===== src/rtl/lq_viol_hold.sv =====
module lq_viol_hold #(
  parameter int unsigned SEQ_W = 16,
  parameter int unsigned PW    = 4,
  parameter int unsigned CNT_W = 8
) (
  input  logic             clk_i,
  input  logic             rst_ni,
  input  logic             cand_i,
  input  logic [SEQ_W-1:0] cand_seq_i,
  input  logic [PW-1:0]    cand_idx_i,
  input  logic             squash_i,
  input  logic [SEQ_W-1:0] squash_seq_i,
  input  logic             rd_i,
  output logic             fault_o,
  output logic             valid_o,
  output logic [SEQ_W-1:0] seq_o,
  output logic [PW-1:0]    idx_o,
  output logic [CNT_W-1:0] cnt_o
);
  logic             valid_q, fault_q;
  logic [SEQ_W-1:0] seq_q;
  logic [PW-1:0]    idx_q;
  logic [CNT_W-1:0] cnt_q;
  logic             v_eff, accept, clr_sq;

  always_comb begin
    v_eff  = valid_q & ~rd_i;
    accept = cand_i & (~v_eff | (cand_seq_i < seq_q));
    clr_sq = squash_i & valid_q & (squash_seq_i < seq_q);
  end

  always_ff @(posedge clk_i or negedge rst_ni) begin
    if (!rst_ni) begin
      valid_q <= 1'b0;
      fault_q <= 1'b0;
      seq_q   <= '0;
      idx_q   <= '0;
      cnt_q   <= '0;
    end else begin
      fault_q <= accept;
      if (accept) begin
        valid_q <= 1'b1;
        seq_q   <= cand_seq_i;
        idx_q   <= cand_idx_i;
        cnt_q   <= cnt_q + CNT_W'(1);
      end else if (rd_i || clr_sq) begin
        valid_q <= 1'b0;
      end
    end
  end

  assign fault_o = fault_q;
  assign valid_o = valid_q;
  assign seq_o   = seq_q;
  assign idx_o   = idx_q;
  assign cnt_o   = cnt_q;

  p_fault_valid_r6: assert property (@(posedge clk_i) disable iff (!rst_ni)
    fault_o |-> valid_o);
  p_fault_count_r6: assert property (@(posedge clk_i) disable iff (!rst_ni)
    fault_o |-> cnt_o == $past(cnt_o) + CNT_W'(1));
  p_only_older_r7: assert property (@(posedge clk_i) disable iff (!rst_ni)
    fault_o && $past(valid_o && !rd_i) |-> seq_o < $past(seq_o));
  p_read_clears_r10: assert property (@(posedge clk_i) disable iff (!rst_ni)
    rd_i && !cand_i |=> !valid_o);
  p_squash_clears_r9: assert property (@(posedge clk_i) disable iff (!rst_ni)
    squash_i && !cand_i && valid_o && (squash_seq_i < seq_o) |=> !valid_o);
endmodule


===== config.mk =====
export PLATFORM = sky130hd
export DESIGN_NAME = lq_viol_hold
export DESIGN_NICKNAME = d
export VERILOG_FILES = /design/src/rtl/lq_viol_hold.sv
export SDC_FILE = /design/constraint.sdc
export NUM_CORES = 1
export LEC_CHECK = 0
export BUFFER_PORTS_ARGS = -buffer_cell sky130_fd_sc_hd__buf_2
export CAP_MARGIN = 30
export CELL_PAD_IN_SITES_DETAIL_PLACEMENT = 1
export CELL_PAD_IN_SITES_GLOBAL_PLACEMENT = 1
export CORE_MARGIN = 2
export CORE_UTILIZATION = 40
export DETAILED_ROUTE_END_ITERATION = 8
export PLACE_DENSITY_LB_ADDON = 0.1
export SLEW_MARGIN = 20
export SYNTH_ARGS = -nofsm -noshare
export SYNTH_HDL_FRONTEND = slang
export SYNTH_SLANG_ARGS = --single-unit
export TNS_END_PERCENT = 5

===== constraint.sdc =====
create_clock -name clk_i -period 6.6 [get_ports clk_i]
set_clock_uncertainty 0.1 [all_clocks]
set_input_delay 0.33 -clock clk_i [delete_from_list [all_inputs] [get_ports clk_i]]
set_output_delay 0.33 -clock clk_i [all_outputs]
set_load 0.05 [all_outputs]

# Yosys cells after proc, flatten, opt, wreduce, memory -nomap -nowiden
# Index checks and enable logic that the tools add are counted.
[classes] add_sub_neg=1 n_lt_le_gt_ge=2 n_mux=2 n_bitwise=7 reduce_logical=2
[op_table] cell="$lt 16x16->1" count=2
[op_table] cell="$add 8x1->8 const B" count=1
[op_table] cell="$and 1x1->1" count=4
[op_table] cell="$mux 1" count=2
[op_table] cell="$not 1->1" count=2
[op_table] cell="$reduce_bool 2->1" count=1
[op_table] cell="$logic_or 1x1->1" count=1
[op_table] cell="$or 1x1->1" count=1
[totals] reg_bits=30 input_bits=41 output_inout_bits=30 elab_cells=19

# Logic depth before layout (Yosys ltp)
[logic_depth] ltp_word=6 mapped_depth=9 ltp_nobuf=8

# Least setup slack after synthesis
# No wires, ideal clock.
[synth_path] path_kind="register -> register" startpoint="register seq_q[2], in the netlist seq_o[2]" endpoint="register cnt_q[1], in the netlist cnt_o[1]" arrival_ns=2.307 required_time_ns=6.375 path_slack_ns=4.068 path_stages_with_launch=10 n_path_buf=1 period_less_slack_ns=2.532 cell_sequence="dfrtp_1 > inv_1 > ha_1 > a211oi_2 > o21ai_1 > a21oi_1 > o211ai_4 > nand2_4 > buf_6 > mux2_4"
[synth_between] elab_chain_len=3
[synth_rtl] element="start: declaration" line="21" text="logic [SEQ_W-1:0] seq_q;"
[synth_rtl] element="start signal: assignment" line="43" text="seq_q <= cand_seq_i;"
[synth_rtl] element="$lt 16x16->1" line="28" text="accept = cand_i & (~v_eff | (cand_seq_i < seq_q));"
[synth_rtl] element="$or 1x1->1" line="28"
[synth_rtl] element="$and 1x1->1" line="28"
[synth_rtl] element="end signal: assignment" line="45" text="cnt_q <= cnt_q + CNT_W'(1);"
[synth_rtl] element="end: declaration" line="23" text="logic [CNT_W-1:0] cnt_q;"
# Every way passes these cells.
# A chain may end at the register's enable or synchronous reset.

# Final worst setup path
[layout_path] startpoint="register seq_q[2], in the netlist seq_o[2]" endpoint="register seq_q[10], in the netlist seq_o[10]"
[layout_between] elab_chain_len=3
[layout_rtl] element="$lt 16x16->1" line="28"
[layout_rtl] element="$or 1x1->1" line="28"
[layout_rtl] element="$and 1x1->1" line="28"
# Every way passes these cells.

==> flow_summary.ini <==
[timing]
setup_tns_ns = 0
setup_viol = 0
worst_pin_slew_ns = 0.669
relSlewSlack = 0.554
holdWs_ns = -0.0261
period_needed_ns = 2.52
fin_crit_sh = 0.382
drv_slew = 0
max_freq_ghz = 0.397
rsz0062_at_grt = no
hold_viol = 30

[grt]
grt_max_degree = 31
antenna_found_initial = 0
grt_pass1_vias = 1549
grt_usage = 0.176
grt_overflow_total = 0
grt_pass1_wl_um = 7180

[worst_setup_path]
crit_path_end_kind = register
worstPathCellList = inv_1, ha_1, a211oi_2, o21ai_1, a21oi_1, o211ai_4, nand2_4, mux2_2
required_ns = 6.68
cp_slowest_cell = nand2_4
cp_max_fo = 24
start_kind = register
cpPeakStageDelay_ns = 0.40
critPathKind = register to register
cp_data_arrival_time_ns = 2.60

[clocking]
post-cts-setup-buffer-count = 0
path_clk_slew_ns = 0.06
clk_path_buf_depth = 2
cts_buffers = 5
worstSkewPairLatency_ns = 0.29
cts_tree = done
clockRootBuffer = clkbuf_8
cts_resized = 0
clock-sinks = 30
htree_levels = 2
hold_buffers = 0

[run_status]
violations = negative hold slack
status = finished with violations

[placement]
io_buffers = 70
dpl.hpwl_um = 3590
gp_congestion = 0.810

[yosys]
async_reset_ff_frac = 1.00
yosysMostFrequentCell = ha_1
syn_inst = 170
synth_area_per_cell_um2 = 11.7
synth_compound_area_frac = 0.113
yosysWarnings = 0
synth_area_mm2 = 0.00199
synth_nets = 242
yosys-top-cells-area = dfrtp_1, ha_1, mux2_4, inv_1, a21oi_1
synth_top_area_frac = 0.378
synth_mux_area_frac = 0.151
synth-adder-area-share = 0.195
ys.flop_type = dfrtp_1
yosysTopAreaCell = dfrtp_1
synth_top_family_by_area = adder cells
synth_seq_cells = 30
yosysSeqAreaShare = 0.378
synthSimpleGateAreaFrac = 0.0868
synth_xor_area_frac = 0.0308
synth-edff-count = 0
synth.distinct_cells = 30
synthTopCellsByCount = ha_1, dfrtp_1, inv_1

[layout]
nets = 317
fillers = 547
area_delta_synth_final_pct = 24.9
drive_gt1_frac = 0.418
antenna_cells = 0
utilization = 0.522

[floorplan]
row_count = 25
placeableCoreArea_mm2 = 0.00475
die_w_um = 74.5
fp.dieArea_mm2 = 0.00555
io_pins = 71
die_y_um = 74.5
start_util = 0.418

[pwr]
p_leak_nw = 1.29
total_power_mw = 0.999
peakVddDrop_mv = 0.163
powerDensity_mw_per_mm2 = 403

[detailed_routing]
drc = 0
wl_per_cell_um = 14.3
viasPerCell = 4.84
wirelength_um = 4440
dr.first_iter.drc_count = 29
ant_nets = 0
via_count = 1506
firstDrtPassIters = 4

[run]
max_cap_violations = 0

[min_path]
hp-class = primary input to asynchronous set/reset pin
==> layer usage <==
layer	part of all wire	routed length [um]	global-route usage
met5	0	0	0
met2	0.47	2100	0.272
met3	0.048	214	0.0447
met1	0.46	2040	0.228
met4	0.018	81	0.0913
==> placed cells by master, fill, tap and decap left out <==
| cell type | synthesis | layout |
|---|---|---|
| buf_2 | 0 | 70 |
| ha_1 | 31 | 31 |
| dfrtp_1 | 30 | 30 |
| inv_1 | 18 | 18 |
| mux2_4 | 17 | 17 |
| a21oi_1 | 12 | 12 |
| nand2_1 | 10 | 10 |
| nor2_1 | 6 | 6 |
| clkbuf_8 | 0 | 6 |
| a211oi_1 | 5 | 5 |
| xor2_1 | 5 | 5 |
| o21ai_0 | 4 | 4 |
| mux2_2 | 4 | 4 |
| nor2b_1 | 3 | 3 |
| nand4_1 | 3 | 3 |
| nand2b_1 | 2 | 2 |
| nor3_1 | 2 | 2 |
| nand3_1 | 2 | 2 |
| xnor2_1 | 2 | 2 |
| a211oi_2 | 1 | 1 |
| o21ai_1 | 1 | 1 |
| nor4b_4 | 1 | 1 |
| o211ai_4 | 1 | 1 |
| nand2_4 | 1 | 1 |
| a21o_1 | 1 | 1 |
| a2111oi_0 | 1 | 1 |
| o41ai_1 | 1 | 1 |
| a41oi_1 | 1 | 1 |
| nand3b_1 | 1 | 1 |
| o21bai_1 | 1 | 1 |
| a2111oi_4 | 1 | 1 |
==> registers in the layout, summed over array words and instances, names as in the netlist <==
name / flops
seq_o: 16
valid_o: 1
cnt_o: 8
fault_o: 1
idx_o: 4
==> per-stage QoR <==
step                      instance area, um^2  instances  hold slack, ns  setup slack [ns]
after floorplan                          1990        170         -0.0656              4.07
after global placement                   2400        305           0.321              4.08
after detailed placement                 2400        305           0.319              4.03
after CTS                                2480        311         0.00204              4.03
after global routing                     2480        311          0.0233              3.93
final                                    2480        311         -0.0261              4.08
==> path summary, 6_finish.rpt <==
path / from / endpoint / slack (ns) / depth (start not counted)
min reg2reg: cnt_o[7] / cnt_o[7] / 0.37 / 1
max in group asynchronous: rst_ni / seq_o[11] / 5.99 / 1
min: rst_ni / seq_o[13] / -0.03 / 1
max: seq_o[2] / seq_o[10] / 4.08 / 8
max reg2reg: seq_o[2] / seq_o[10] / 4.08 / 8
min in group clk_i: cand_idx_i[3] / idx_o[3] / 0.17 / 2
==> worst max-delay path, delay by kind of cell, from the launching register on <==
kind,cells,cell delay [ns]
AND/OR/NAND/NOR,1,0.40
adder cells (fa/ha/maj),1,0.30
multiplexers,1,0.39
buffers and inverters,1,0.07
AO/OA/AOI/OAI,4,0.76
flip-flops,1,0.38
==> cell families after synthesis <==
family                   after synthesis
flip-flops                            30
multiplexers                          21
AO/OA/AOI/OAI                         30
buffers and inverters                 20
adder cells (fa/ha/maj)               31
XOR/XNOR                               7
AND/OR/NAND/NOR                       31
==> power by group <==
group	switching, mW	internal (mW)	leakage, nW
clock network	0.0678	0.0802	0.0431
logic	0.376	0.182	0.900
registers	0.0499	0.243	0.347
==> cell type report <==
type / count / area [um^2] / share of cell area
multi-input cells: 120 / 1150 / 0.462
repair buffers: 70 / 350 / 0.141
inverters: 18 / 67.6 / 0.0272
flip-flops and latches: 30 / 751 / 0.302
well taps: 67 / 83.8 / 0.0338
clock buffers: 6 / 82.6 / 0.0333
(Power assumes the default switching activity.)
